**config.mk**
```make
export PLATFORM = sky130hd
export DESIGN_NAME = usb_ls_rx
export DESIGN_NICKNAME = d
export VERILOG_FILES = /design/src/rtl/usbrx_pkg.sv /design/src/rtl/usbrx_sync.sv /design/src/rtl/usbrx_timer.sv /design/src/rtl/usbrx_assemble.sv /design/src/rtl/usbrx_bufctl.sv /design/src/rtl/usb_ls_rx.sv
export SDC_FILE = /design/constraint.sdc
export NUM_CORES = 1
export LEC_CHECK = 0
export BUFFER_PORTS_ARGS = -buffer_cell sky130_fd_sc_hd__buf_2
export CAP_MARGIN = 20
export CORE_ASPECT_RATIO = 1.25
export CORE_UTILIZATION = 35
export DETAILED_ROUTE_END_ITERATION = 8
export SYNTH_ARGS = -nofsm -noshare
export SYNTH_HDL_FRONTEND = slang
export SYNTH_HIERARCHICAL = 1
export SYNTH_SLANG_ARGS = --single-unit
```
**constraint.sdc**
```tcl
create_clock -name clk -period 2.55 [get_ports clk]
set_clock_uncertainty 0.1 [all_clocks]
set_input_delay 0.3825 -clock clk [delete_from_list [all_inputs] [get_ports clk]]
set_output_delay 0.3825 -clock clk [all_outputs]
set_load 0.03 [all_outputs]
```
**src/rtl/usbrx_pkg.sv**
```systemverilog
package usbrx_pkg;
  // line encoding {D+, D-}
  typedef enum logic [1:0] {
    LN_SE0 = 2'b00,
    LN_J   = 2'b01,
    LN_K   = 2'b10,
    LN_SE1 = 2'b11
  } line_t;

  typedef enum logic [1:0] {
    ST_HUNT,
    ST_EDGE,
    ST_CONF,
    ST_DATA
  } rx_state_t;
endpackage

```
**src/rtl/usbrx_sync.sv**
```systemverilog
module usbrx_sync #(
  parameter int W = 2,
  parameter int STAGES = 2,
  parameter logic [W-1:0] RST_VAL = '0
) (
  input  logic         clk,
  input  logic         rst_n,
  input  logic [W-1:0] d,
  output logic [W-1:0] q
);
  logic [STAGES-1:0][W-1:0] stg;

  always_ff @(posedge clk or negedge rst_n) begin
    if (!rst_n) begin
      for (int s = 0; s < STAGES; s++) stg[s] <= RST_VAL;
    end else begin
      stg[0] <= d;
      for (int s = 1; s < STAGES; s++) stg[s] <= stg[s-1];
    end
  end

  assign q = stg[STAGES-1];
endmodule

```
**src/rtl/usbrx_timer.sv**
```systemverilog
module usbrx_timer #(
  parameter int CW = 4
) (
  input  logic          clk,
  input  logic          rst_n,
  input  logic          load,
  input  logic [CW-1:0] load_val,
  output logic          tick
);
  logic [CW-1:0] cnt;

  // a load of N makes the next tick act N edges later
  always_ff @(posedge clk or negedge rst_n) begin
    if (!rst_n)           cnt <= '0;
    else if (load)        cnt <= load_val;
    else if (cnt != '0)   cnt <= cnt - CW'(1);
  end

  assign tick = (cnt == CW'(1));
endmodule

```
**src/rtl/usbrx_assemble.sv**
```systemverilog
module usbrx_assemble #(
  parameter int LEAP_DIV = 3,
  localparam int PW = (LEAP_DIV > 1) ? $clog2(LEAP_DIV) : 1
) (
  input  logic          clk,
  input  logic          rst_n,
  input  logic          clr,
  input  logic          bit_stb,
  input  logic          bit_val,
  output logic          byte_stb,
  output logic [7:0]    byte_data,
  output logic [2:0]    bit_idx,
  output logic [PW-1:0] byte_ph
);
  logic [7:0] sh;

  always_ff @(posedge clk or negedge rst_n) begin
    if (!rst_n) begin
      sh      <= '0;
      bit_idx <= '0;
      byte_ph <= '0;
    end else if (clr) begin
      sh      <= '0;
      bit_idx <= '0;
      byte_ph <= '0;
    end else if (bit_stb) begin
      sh <= {bit_val, sh[7:1]};
      if (bit_idx == 3'd7) begin
        bit_idx <= '0;
        byte_ph <= (int'(byte_ph) == LEAP_DIV - 1) ? '0 : byte_ph + PW'(1);
      end else begin
        bit_idx <= bit_idx + 3'd1;
      end
    end
  end

  assign byte_stb  = bit_stb && (bit_idx == 3'd7);
  assign byte_data = {bit_val, sh[7:1]};
endmodule

```
**src/rtl/usbrx_bufctl.sv**
```systemverilog
module usbrx_bufctl #(
  parameter int BUF_BYTES = 12,
  localparam int IW = (BUF_BYTES > 1) ? $clog2(BUF_BYTES) : 1,
  localparam int LW = $clog2(BUF_BYTES + 1)
) (
  input  logic          clk,
  input  logic          rst_n,
  input  logic          clr,
  input  logic          byte_stb,
  input  logic [7:0]    byte_data,
  input  logic          eop,
  output logic          wr_valid,
  output logic [7:0]    wr_data,
  output logic [IW-1:0] wr_idx,
  output logic          done,
  output logic [LW-1:0] done_len,
  output logic          done_ovf
);
  logic [LW-1:0] cnt;
  logic          ovf;

  always_ff @(posedge clk or negedge rst_n) begin
    if (!rst_n) begin
      cnt      <= '0;
      ovf      <= 1'b0;
      wr_valid <= 1'b0;
      wr_data  <= '0;
      wr_idx   <= '0;
      done     <= 1'b0;
      done_len <= '0;
      done_ovf <= 1'b0;
    end else begin
      wr_valid <= 1'b0;
      done     <= 1'b0;
      if (clr) begin
        cnt <= '0;
        ovf <= 1'b0;
      end else if (byte_stb) begin
        if (cnt == LW'(BUF_BYTES)) begin
          ovf <= 1'b1;
        end else begin
          wr_valid <= 1'b1;
          wr_data  <= byte_data;
          wr_idx   <= cnt[IW-1:0];
          cnt      <= cnt + LW'(1);
        end
      end else if (eop) begin
        done     <= 1'b1;
        done_len <= cnt;
        done_ovf <= ovf;
      end
    end
  end
endmodule

```
**src/rtl/usb_ls_rx.sv**
```systemverilog
module usb_ls_rx
  import usbrx_pkg::*;
#(
  parameter int          BASE_CYC  = 13,
  parameter int          HALF_CYC  = 5,
  parameter logic [7:0]  LONG_MASK = 8'b1001_0010,
  parameter int          SKIP_IDX  = 7,
  parameter int          LEAP_DIV  = 3,
  parameter int          STUFF_DIV = 3,
  parameter int          RUN_MAX   = 6,
  parameter int          BUF_BYTES = 12,
  localparam int IW = (BUF_BYTES > 1) ? $clog2(BUF_BYTES) : 1,
  localparam int LW = $clog2(BUF_BYTES + 1)
) (
  input  logic          clk,
  input  logic          rst_n,
  input  logic          usb_dp,
  input  logic          usb_dm,
  output logic          rx_valid,
  output logic [7:0]    rx_data,
  output logic [IW-1:0] rx_index,
  output logic          pkt_done,
  output logic [LW-1:0] pkt_bytes,
  output logic          pkt_overflow
);
  localparam int TW = $clog2(BASE_CYC + 2);
  localparam int RW = $clog2(RUN_MAX + 1);
  localparam int PW = (LEAP_DIV > 1) ? $clog2(LEAP_DIV) : 1;
  localparam int SW = (STUFF_DIV > 1) ? $clog2(STUFF_DIV) : 1;

  logic [1:0]    ln_raw;
  line_t         ln, ln_q, prev_ln;
  rx_state_t     st, st_nx;
  logic [RW-1:0] run, run_nx;
  logic [SW-1:0] stf_ph;
  logic          tick, ld, bit_stb, clr, eop;
  logic [TW-1:0] ld_val;
  logic [2:0]    bit_idx, idx_after;
  logic [PW-1:0] byte_ph, ph_after;
  logic          byte_stb, one_bit, stuff_now;
  logic [7:0]    byte_data;

  // length of a data bit at index i in a byte of leap phase p
  function automatic logic [TW-1:0] data_len(input logic [2:0] i, input logic [PW-1:0] p);
    logic add;
    add = LONG_MASK[i] && !((int'(i) == SKIP_IDX) && (int'(p) == LEAP_DIV - 1));
    return TW'(BASE_CYC) + TW'(add);
  endfunction

  function automatic logic [TW-1:0] stuff_len(input logic [SW-1:0] p);
    return TW'(BASE_CYC) + TW'(int'(p) == STUFF_DIV - 1);
  endfunction

  usbrx_sync #(.W(2), .STAGES(2), .RST_VAL(2'b01)) u_sync (
    .clk(clk), .rst_n(rst_n), .d({usb_dp, usb_dm}), .q(ln_raw)
  );
  assign ln = line_t'(ln_raw);

  usbrx_timer #(.CW(TW)) u_timer (
    .clk(clk), .rst_n(rst_n), .load(ld), .load_val(ld_val), .tick(tick)
  );

  usbrx_assemble #(.LEAP_DIV(LEAP_DIV)) u_asm (
    .clk(clk), .rst_n(rst_n), .clr(clr), .bit_stb(bit_stb), .bit_val(one_bit),
    .byte_stb(byte_stb), .byte_data(byte_data), .bit_idx(bit_idx), .byte_ph(byte_ph)
  );

  usbrx_bufctl #(.BUF_BYTES(BUF_BYTES)) u_buf (
    .clk(clk), .rst_n(rst_n), .clr(clr), .byte_stb(byte_stb), .byte_data(byte_data),
    .eop(eop), .wr_valid(rx_valid), .wr_data(rx_data), .wr_idx(rx_index),
    .done(pkt_done), .done_len(pkt_bytes), .done_ovf(pkt_overflow)
  );

  // NRZI: unchanged line is a one
  assign one_bit   = (ln == prev_ln);
  assign stuff_now = (int'(run) == RUN_MAX);
  assign run_nx    = one_bit ? run + RW'(1) : '0;
  assign idx_after = (bit_idx == 3'd7) ? 3'd0 : bit_idx + 3'd1;
  assign ph_after  = (bit_idx != 3'd7) ? byte_ph :
                     (int'(byte_ph) == LEAP_DIV - 1) ? '0 : byte_ph + PW'(1);

  always_comb begin
    st_nx   = st;
    ld      = 1'b0;
    ld_val  = TW'(BASE_CYC);
    bit_stb = 1'b0;
    clr     = 1'b0;
    eop     = 1'b0;
    case (st)
      ST_HUNT: begin
        if (ln_q == LN_J && ln == LN_K) begin
          ld     = 1'b1;
          ld_val = TW'(HALF_CYC);
          st_nx  = ST_EDGE;
        end
      end
      ST_EDGE: begin
        if (tick) begin
          if (ln == LN_K) begin
            ld     = 1'b1;
            ld_val = TW'(BASE_CYC);
            st_nx  = ST_CONF;
          end else begin
            st_nx = ST_HUNT;
          end
        end
      end
      ST_CONF: begin
        if (tick) begin
          if (ln == LN_K) begin
            ld     = 1'b1;
            ld_val = data_len(3'd0, '0);
            clr    = 1'b1;
            st_nx  = ST_DATA;
          end else begin
            st_nx = ST_HUNT;
          end
        end
      end
      default: begin
        if (tick) begin
          if (ln == LN_SE0) begin
            eop   = 1'b1;
            st_nx = ST_HUNT;
          end else if (stuff_now) begin
            ld     = 1'b1;
            ld_val = data_len(bit_idx, byte_ph);
          end else begin
            bit_stb = 1'b1;
            ld      = 1'b1;
            ld_val  = (int'(run_nx) == RUN_MAX) ? stuff_len(stf_ph)
                                                 : data_len(idx_after, ph_after);
          end
        end
      end
    endcase
  end

  always_ff @(posedge clk or negedge rst_n) begin
    if (!rst_n) begin
      st      <= ST_HUNT;
      ln_q    <= LN_J;
      prev_ln <= LN_K;
      run     <= '0;
      stf_ph  <= '0;
    end else begin
      st   <= st_nx;
      ln_q <= ln;
      if (clr) begin
        prev_ln <= LN_K;
        run     <= '0;
        stf_ph  <= '0;
      end else if (st == ST_DATA && tick && ln != LN_SE0) begin
        prev_ln <= ln;
        if (stuff_now) begin
          run    <= '0;
          stf_ph <= (int'(stf_ph) == STUFF_DIV - 1) ? '0 : stf_ph + SW'(1);
        end else begin
          run <= run_nx;
        end
      end
    end
  end
endmodule

```
==> results of run 1 <==
==> worst reg2reg max path: stages (launching register included) <==
cell       delay (ps)
dfrtp_2           450
ha_1              220
ha_1              190
or2_1             230
inv_1              60
ha_1              160
nand4bb_1         130
a41oi_2           220
mux2i_1           120
a21o_1            190
mux2_2            260
==> placed cells by master, fill, tap and decap left out, drive strengths merged, types with 5 or more instances in the layout <==
master	instances
nor2	20
mux2	21
o21ai	5
buf	31
ha	20
a21oi	13
clkbuf	6
dfrtp	51
nand2	9
nand2b	5
inv	14
mux2i	12
==> per-stage QoR <==
step | setup slack [ps] | area [µm²]
CTS | 21.2 | 3240
floorplan | 26.1 | 2940
global route | 7.55 | 3250
global placement | 93.6 | 3130
detailed placement | 45.8 | 3130
finish | 116 | 3250
==> synth_stat cells, types with 4 or more instances <==
| cell | instances | area, µm² |
|---|---|---|
| mux2_2 | 9 | 101 |
| dfrtp_1 | 51 | 1280 |
| mux2i_1 | 12 | 120 |
| inv_1 | 13 | 48.8 |
| nand2_1 | 9 | 33.8 |
| xnor2_1 | 4 | 35.0 |
| dfstp_2 | 4 | 105 |
| nand2b_1 | 4 | 25.0 |
| o21ai_0 | 4 | 20.0 |
| nand4b_1 | 4 | 35.0 |
| a21oi_1 | 12 | 60.1 |
| nor2_1 | 20 | 75.1 |
| ha_1 | 20 | 250 |
| mux2_4 | 9 | 135 |
| buf_4 | 8 | 60.1 |
==> cell type report <==
| type | count | area (µm²) | share of cell area, % |
|---|---|---|---|
| clock inverter | 2 | 16.3 | 0.500 |
| sequential | 55 | 1380 | 42.5 |
| timing repair buffer | 32 | 200 | 6.15 |
| inverter | 14 | 52.6 | 1.62 |
| multi-input combinational | 164 | 1400 | 43.0 |
| clock buffer | 6 | 82.6 | 2.54 |
| tap | 95 | 119 | 3.65 |
==> metal layers <==
metal / track usage, % / vias up / wire length [µm]
met3: 2.70 / 6 / 132
li1: - / 905 / -
met1: 16.2 / 893 / 2270
met4: 4.72 / 0 / 78
met2: 21.2 / 25 / 2410
met5: 0 / - / 0
==> flip-flops by register name, summed over array words and instances (netlist names), 2 cells and up <==
signal          count
u_buf/wr_idx        4
u_asm/bit_idx       3
u_sync/q            2
u_buf/done_len      4
u_sync/stg          2
run                 3
u_buf/cnt           4
u_asm/byte_ph       2
u_asm/sh            7
u_timer/cnt         4
ln_q                2
st                  2
stf_ph              2
u_buf/wr_data       8
prev_ln             2
==> power by group <==
| group | internal, mW | leakage [nW] | switching [mW] |
|---|---|---|---|
| clock network | 0.222 | 0.0474 | 0.290 |
| registers | 0.965 | 0.735 | 0.0938 |
| logic | 0.302 | 0.822 | 0.314 |
| total | 1.49 | 1.60 | 0.698 |
==> logic make-up after synthesis <==
family | count (synthesis)
multiplexers | 33
other | 1
AO/OA/AOI/OAI | 36
XOR/XNOR | 5
adder cells (fa/ha/maj) | 20
flip-flops | 55
AND/OR/NAND/NOR | 69
buffers and inverters | 27
==> worst max path at each step <==
| stage | startpoint | to | slack, ps | cells past startpoint |
|---|---|---|---|---|
| 2_1_floorplan | u_timer/cnt[1] | u_buf/wr_data[0] | 30 | 12 |
| 3_3_place_gp | u_asm/bit_idx[0] | u_timer/cnt[1] | 90 | 10 |
| 3_5_place_dp | u_asm/bit_idx[0] | u_timer/cnt[1] | 50 | 10 |
| 4_1_cts | u_asm/bit_idx[0] | u_timer/cnt[1] | 20 | 10 |
| 5_1_grt | u_asm/bit_idx[0] | u_timer/cnt[1] | 8 | 10 |
| 6_report | u_asm/bit_idx[0] | u_timer/cnt[1] | 120 | 10 |
==> repair_timing <==
item / CTS / global route
setup endpoints to repair: 0 / 2
endpoints found under the hold margin: 22 / 0
gates resized for setup: 0 / 2
hold buffers: 1 / 0
buffers inserted: 0 / 1
==> run metrics, run 1 <==
nature of the critical path endpoint=flop; Peak Freq=411 MHz; die area=8720 µm²; Netlist cell types=56; Arr. time, crit path=2530 ps; HP Class=input port to flop; Synth Flop Type=dfrtp_1; Detail Placement HPWL=3530 µm; site row count=36; Avg Inst Size Synth=11.9 µm²; Root Driver=clkbuf_8; delay-heaviest family, CP=adder cells; slew margin rel.=59.6%; vias in the first global route=1982; IO Pins=23; Setup Viol. Count Final=0; Compound-Gate Fraction of Synth Area=8.61%; Hold EP=u_sync/stg[0]; max-slew violations=0; mapped cell area=2920 µm²; global-route wire length before repair=9180 µm; cells after synthesis=246; drc violations=0; Power Dens Cells=672 nW/µm²; WL final=4890 µm; via count=1829; share of cells above drive strength 1=27.8%; Pre-Repair DR Iteration Count=4; Clock Latency Late Sink=310 ps; Congestion Overflow GR=0; Ys Warns=6; DRT iter0 DRCs=78; nets=296; Pleak=1.60 nW; CTS tree=built; outcome=complete, no violations; slowest CP cell=dfrtp_2; post-route core utilization=41.0%; Worst Tran Pin Value=606 ps; CP peak stage delay=450 ps; DR vias/cell=4.97; HP Start=usb_dm; multiplexer area fraction after synthesis=13.4%; Synth Area in XOR/XNOR=1.50%; Post-Syn Nets=270; R2R Path End=u_timer/cnt[1]; all-layer global routing usage=12.7%; final hold vios=0; Final Critical Period=2430 ps; TritonCTS buffer count=5; Max clock buf depth=2; WP data required=2640 ps; worst reg2reg path startpoint=u_asm/bit_idx[0]; post-synthesis adder-cell area fraction=8.57%; Clock transition at path regs=100 ps; clock sink count=55; CP dominant cell by count=ha_1; Hold Crit Depth=1; depth of the CTS H-tree=2; Setup crit start kind=flop; setup total negative slack=0 ps; fin crit share=95.5%; Max IR drop VDD=0.347 mV; Routed wire per std cell=13.3 µm; Port Buf Inserts=22; non-filler instance count after layout=368; antenna fix cells=0; Core ar.=7930 µm²; CP max FO=4; initial antenna violation count=0; Die Y-Extent=104 µm; simple-gate share of the synthesized area=15.1%; placed cell count=358; Seq/Total Area, Yosys=47.3%; CP Cell Sequence=ha_1 -> ha_1 -> or2_1 -> inv_1 -> ha_1 -> nand4bb_1 -> a41oi_2 -> mux2i_1 -> a21o_1 -> mux2_2; filler cell count=778; Crit Path Class=flop to flop; Starting Density=36.9%; gpl congestion=0.782; synthesis-stage register bit count=55; unrepaired setup endpoints after global routing=false; setup slack, reg-to-reg=120 ps; EDFF count, synth=0; die width=83.7 µm; max_cap viols=0; Power Total=2.19 mW; synthesis-to-finish area growth=11.3%; CP Buf/Inv Count=1; antenna-violating nets left=0; WHS=70.2 ps; largest net degree at the start of global routing=30; main combinational cell family by area after synthesis=simple AND/OR/NAND/NOR gates; Reg2Reg Depth=10; Async SR Flop Fraction=100%
Note: power is estimated with default switching activity, not from simulation.
==> run 2: changes to the inputs <==
REMOVE_ABC_BUFFERS = 1   (was unset)
SLEW_MARGIN = 30   (was unset)
clock period = 2 ns   (was 2.55 ns; I/O delays follow)
==> run 2 against run 1 <==
  * The flow now finishes with violations (setup timing)
  * Sequential share of layout area down 6.7 points
  * Critical path depth unchanged
  * Sequential cell count unchanged
  * Sequential power rose by 25%
  * Global-route usage grew 1.1 points
  * Die area unchanged
  * Worst setup slack lost 430 ps
  * Final cell count is 12% higher
  * Core utilization grew 7.7 points
  * Combinational power grew 100%
  * Critical path type unchanged
  * Critical endpoint unchanged
  * Largest cell class unchanged
  * Largest power group unchanged
  * Highest routed layer unchanged
==> run metrics, run 2 (same netlist as run 1, synthesis figures left out) <==
outcome=complete, but fails checks (was complete, no violations); violated checks=setup timing; largest net degree at the start of global routing=32 (was 30); synthesis-to-finish area growth=32.2% (was 11.3%); depth of the CTS H-tree=2 (unchanged); clock sink count=55 (unchanged); nets=341 (was 296); HP Class=flop to flop (was input port to flop); Crit Path Class=flop to flop (unchanged); Root Driver=clkbuf_8 (unchanged); global-route wire length before repair=9930 µm (was 9180 µm); Top Usage Layer GRT=met2 (unchanged); commonest cells after routing, fill and taps aside=dfrtp_1 (50), buf_4 (38), buf_2 (22) (was dfrtp_1 (50), buf_2 (22), nor2_1 (20), ha_1 (20), inv_1 (13)); Arr. time, crit path=2400 ps (was 2530 ps); Power Dens Cells=862 nW/µm² (was 672 nW/µm²); Congestion Overflow GR=0 (unchanged); Die Y-Extent=104 µm (unchanged); Final Critical Period=2320 ps (was 2430 ps); Max clock buf depth=2 (unchanged); Top reg by flops=u_buf/wr_data (unchanged); Max IR drop VDD=0.474 mV (was 0.347 mV); final hold vios=0 (unchanged); share of cells above drive strength 1=45.0% (was 27.8%); vias in the first global route=2156 (was 1982); met2 usage=25.3% (was 21.2%); cell area after layout=3860 µm² (was 3250 µm²); GR Layer Usage met1=16.9% (was 16.2%); Clock Latency Late Sink=300 ps (was 310 ps); antenna-violating nets left=0 (unchanged); CTS tree=built (unchanged); WP data required=2090 ps (was 2640 ps); Detail Placement HPWL=3960 µm (was 3530 µm); nature of the critical path endpoint=flop (unchanged); biggest regs=u_buf/wr_data (8), u_asm/sh (7) (unchanged); final worst slack=-318 ps (was 116 ps); max_cap viols=0 (unchanged); DR vias/cell=4.96 (was 4.97); fin crit share=116% (was 95.5%); max reg flops=8 (unchanged); Clock transition at path regs=90 ps (was 100 ps); CP max FO=3 (was 4); Post-Place Cell Area=3330 µm² (was 3130 µm²); Pre-Repair DR Iteration Count=4 (unchanged); commonest non-fill, non-tap cell in the layout=dfrtp_1 (unchanged); die area=8720 µm² (unchanged); all-layer global routing usage=13.9% (was 12.7%); unrepaired setup endpoints after global routing=true (was false); WL final=5890 µm (was 4890 µm); initial antenna violation count=0 (unchanged); met3 usage=1.98% (was 2.70%); via count=2050 (was 1829); max-slew violations=0 (unchanged); gpl congestion=0.759 (was 0.782); DRT iter0 DRCs=36 (was 78); die width=83.7 µm (unchanged); Peak Freq=431 MHz (was 411 MHz); Core ar.=7930 µm² (unchanged); site row count=36 (unchanged); Routed wire per std cell=14.3 µm (was 13.3 µm); Pleak=1.87 nW (was 1.60 nW); drc violations=0 (unchanged); Power Total=3.33 mW (was 2.19 mW); Starting Density=36.9% (unchanged); IO Pins=23 (unchanged); TritonCTS buffer count=5 (unchanged); setup total negative slack=-3800 ps (was 0 ps); Setup crit start kind=flop (unchanged); Port Buf Inserts=22 (unchanged); Setup Viol. Count Final=24 (was 0); antenna fix cells=0 (unchanged)
==> run 2: cell types whose count changed in the layout (fill, tap and decap cells not counted), sizes merged <==
cell	previous run	this run
clkinvlp	1	0
buf	31	73
dlygate4sd3	1	3
bufinv	0	1
nand3b	4	5
==> run 2: critical path: stages, from the launching register on <==
cell and delay (ps):
dfrtp_2 460, ha_4 180, ha_4 150, or2_1 230, inv_1 70, ha_2 180, nand4bb_1 130, a41oi_2 190
mux2i_1 110, a21o_1 160, mux2_4 250
==> run 2: routing by layer <==
layer	part of all wire (%)	vias to the layer above
li1	-	1003
met1	44	1020
met2	53	22
met3	1.8	5
met4	1.1	0
met5	0	-
==> run 2: where the power goes <==
part           switching, mW  internal, mW
combinational          0.560         0.698
clock                  0.342         0.405
sequential            0.0922          1.23
==> run 2: worst paths after layout <==
check	start	endpoint	slack [ps]	cells past startpoint
worst max-delay path	u_asm/bit_idx[0]	u_timer/cnt[1]	-320	10
worst min-delay path	u_sync/stg[0]	u_sync/q[0]	260	0
worst max register to register	u_asm/bit_idx[0]	u_timer/cnt[1]	-320	10
worst min register to register	u_sync/stg[0]	u_sync/q[0]	260	0
max in group asynchronous	rst_n	u_sync/q[0]	840	3
min in group asynchronous	rst_n	u_timer/cnt[2]	380	2
==> run 2: final cells by class <==
type,count,area (µm²)
tap,95,119
inverter,14,52.6
timing repair buffer,76,581
fill,713,4070
clock buffer,6,82.6
sequential,55,1380
clock inverter,2,35.0
multi-input combinational,165,1610
==> run 2: stage by stage <==
stage / util, % / worst slack (ps) / std cells / hold WS (ps)
floorplan: - / -1410 / 233 / -95.6
CTS: 45.7 / -322 / 403 / 263
global placement: 42.0 / -361 / 386 / 175
detailed placement: 42.0 / -400 / 386 / 167
finish: 48.7 / -318 / 413 / 259
global route: 48.7 / -419 / 413 / 266
==> run 2: timing repair <==
action / in CTS / in global routing
hold buffers: 3 / 0
buffers inserted: 6 / 11
endpoints found under the setup margin: 29 / 39
endpoints found under the hold margin: 14 / 0
resized for setup: 24 / 35
cloned: 1 / 0
pin swaps: 10 / 16
==> run 3: changes to the inputs <==
RECOVER_POWER = 100   (was unset)
==> run 3 against run 2 <==
  * The run still ends with setup timing left
  * Maximum frequency about the same
  * Via count up 0.29%
  * Die area unchanged
  * Sequential cell count unchanged
  * Combinational power about the same
  * Core utilization down 0.73 points
  * Sequential share of layout area up 0.54 points
  * Design area down 1.5%
  * Sequential power about the same
  * Wire length about the same
  * First-iteration DRC count up 2.8%
  * Non-clock buffer count unchanged
==> run metrics, run 3 (same netlist as run 1, synthesis figures left out) <==
clock sink count=55 (unchanged); Clock transition at path regs=90 ps (about the same); cell area after layout=3800 µm² (was 3860 µm²); switching share of power=29.9% (about the same); CP max FO=3 (unchanged); site row count=36 (unchanged); Root Driver=clkbuf_8 (unchanged); die area=8720 µm² (unchanged); slew margin rel.=36.1%; CP dominant cell by count=ha_4 (unchanged); WP data required=2090 ps (about the same); drc violations=0 (unchanged); Starting Density=36.9% (unchanged); share of cells above drive strength 1=37.7% (was 45.0%); CP Buf/Inv Count=1 (unchanged); final hold vios=0 (unchanged); Stages on worst setup path=10 (unchanged); Reg2Reg Depth=10 (unchanged); max reg flops=8 (unchanged); nature of the critical path endpoint=flop (unchanged); combinational power share=37.5% (was 37.8%); sequential share of power=39.8% (was 39.7%); Worst Tran Pin Value=958 ps; antenna-violating nets left=0 (unchanged); Congestion Overflow GR=0 (unchanged); commonest cells after routing, fill and taps aside=dfrtp_1 (50), buf_4 (34), clkbuf_1 (22) (was dfrtp_1 (50), buf_4 (38), buf_2 (22)); CTS tree=built (unchanged); CP peak stage delay=460 ps (about the same); crit path launch=u_asm/bit_idx[0] (unchanged); Max IR drop VDD=0.475 mV (was 0.474 mV); Pre-Repair DR Iteration Count=5 (was 4); nets=341 (unchanged); clock power share=22.7% (was 22.5%); Pleak=1.77 nW (was 1.87 nW); initial antenna violation count=0 (unchanged); Port Buf Inserts=22 (unchanged); CP Cell Sequence=ha_4 -> ha_4 -> or2_1 -> inv_1 -> ha_2 -> nand4bb_1 -> a41oi_2 -> mux2i_1 -> a21o_1 -> mux2_4 (unchanged); Clock Latency Late Sink=300 ps (about the same); DRT iter0 DRCs=37 (was 36); post-route core utilization=48.0% (was 48.7%); Routed wire per std cell=14.3 µm (about the same); cell internal pwr=2.32 mW (was 2.33 mW); R2R Path End=u_timer/cnt[1] (unchanged); IO Pins=23 (unchanged); all-layer global routing usage=13.9% (unchanged); biggest regs=u_buf/wr_data (8), u_asm/sh (7) (unchanged); unrepaired setup endpoints after global routing=true (unchanged); final worst slack=-318 ps (about the same); slowest CP cell=dfrtp_2 (unchanged); Arr. time, crit path=2400 ps (about the same); fin crit share=116% (about the same); Core ar.=7930 µm² (unchanged); DR vias/cell=4.98 (was 4.96); Power Total=3.30 mW (was 3.33 mW); antenna fix cells=0 (unchanged); Post-Place Cell Area=3330 µm² (unchanged); filler cell count=724 (was 713); global-route wire length before repair=9930 µm (unchanged); WHS=259 ps (about the same); delay-heaviest family, CP=adder cells (unchanged); Max clock buf depth=2 (unchanged); TritonCTS buffer count=5 (unchanged); Crit Path Class=flop to flop (unchanged); depth of the CTS H-tree=2 (unchanged); commonest non-fill, non-tap cell in the layout=dfrtp_1 (unchanged); Setup crit start kind=flop (unchanged); setup slack, reg-to-reg=-320 ps (about the same); violated checks=setup timing (unchanged); HP Class=flop to flop (unchanged); P_sw=0.987 mW (was 0.995 mW); largest net degree at the start of global routing=32 (unchanged); die width=83.7 µm (unchanged); max_cap viols=0 (unchanged); via count=2056 (was 2050); gpl congestion=0.759 (unchanged); Setup Viol. Count Final=27 (was 24); Power Dens Cells=868 nW/µm² (was 862 nW/µm²); Detail Placement HPWL=3960 µm (unchanged); Worst Setup EP=u_timer/cnt[1] (unchanged); Peak Freq=431 MHz (about the same); Die Y-Extent=104 µm (unchanged); max-slew violations=0 (unchanged); WL final=5890 µm (about the same); Top reg by flops=u_buf/wr_data (unchanged); vias in the first global route=2156 (unchanged); Final Critical Period=2320 ps (about the same); worst reg2reg path startpoint=u_asm/bit_idx[0] (unchanged); outcome=complete, but fails checks (unchanged); synthesis-to-finish area growth=30.2% (was 32.2%)
## run 3: changes by cell type in the layout (fill, tap and decap cells not counted), sizes merged
cell    previous run  this run
buf               73        48
clkbuf             6        31
## run 3: worst min path at each step
stage,endpoint,cells past startpoint,slack [ps],from
2_1_floorplan,ln_q[1],0,-100,rst_n
3_3_place_gp,u_timer/cnt[2],1,180,rst_n
3_5_place_dp,u_timer/cnt[2],1,170,rst_n
4_1_cts,u_sync/q[0],0,260,u_sync/stg[0]
5_1_grt,u_sync/q[0],0,270,u_sync/stg[0]
6_report,u_sync/q[0],0,260,u_sync/stg[0]
## run 3: worst reg2reg max path: stages (launching register included)
cell and delay (ps):
dfrtp_2 460, ha_4 190, ha_4 150, or2_1 230, inv_1 70, ha_2 180, nand4bb_1 130, a41oi_2 190
mux2i_1 110, a21o_1 160, mux2_4 250
## run 3: timing repair
action	in CTS	in global routing
resized for setup	24	35
setup endpoints to repair	29	39
hold endpoints to repair	14	0
pin swaps	10	16
buffers inserted	6	11
gates cloned	1	0
hold buffers	3	0
## run 3: area by class of cell
| class | count | area (µm²) | share of cell area, % |
|---|---|---|---|
| Multi-Input combinational cell | 165 | 1600 | 42.1 |
| Sequential cell | 55 | 1380 | 36.3 |
| Timing Repair Buffer | 76 | 533 | 14.0 |
| Tap cell | 95 | 119 | 3.12 |
| Clock buffer | 6 | 82.6 | 2.17 |
| Inverter | 14 | 52.6 | 1.38 |
| Clock inverter | 2 | 35.0 | 0.921 |
## run 3: metrics by stage
stage / TNS, ps / setup slack [ps] / cells
2_1_floorplan: -41680 / -1410 / 233
6_report: -4550 / -318 / 413
3_5_place_dp: -5730 / -400 / 386
3_3_place_gp: -4740 / -361 / 386
4_1_cts: -2850 / -322 / 403
5_1_grt: -13340 / -419 / 413
## run 3: power groups by stage
| stage | Combinational (mW) | Sequential [mW] | Clock [mW] |
|---|---|---|---|
| final | 1.24 | 1.32 | 0.748 |
| after CTS | 1.09 | 1.31 | 0.775 |
| after floorplan | 0.586 | 1.34 | 0 |
| after global routing | 1.39 | 1.33 | 0.819 |
| after global placement | 0.951 | 1.32 | 0 |
| after detailed placement | 0.968 | 1.32 | 0 |
## run 3: per-layer routing
metal	routed length [µm]	vias up	share of wire (%)	track usage, %
li1	-	1002	-	-
met1	2580	1029	44	16.9
met2	3140	20	53	25.3
met3	105	5	1.8	1.98
met4	65	0	1.1	3.63
met5	0	-	0	0
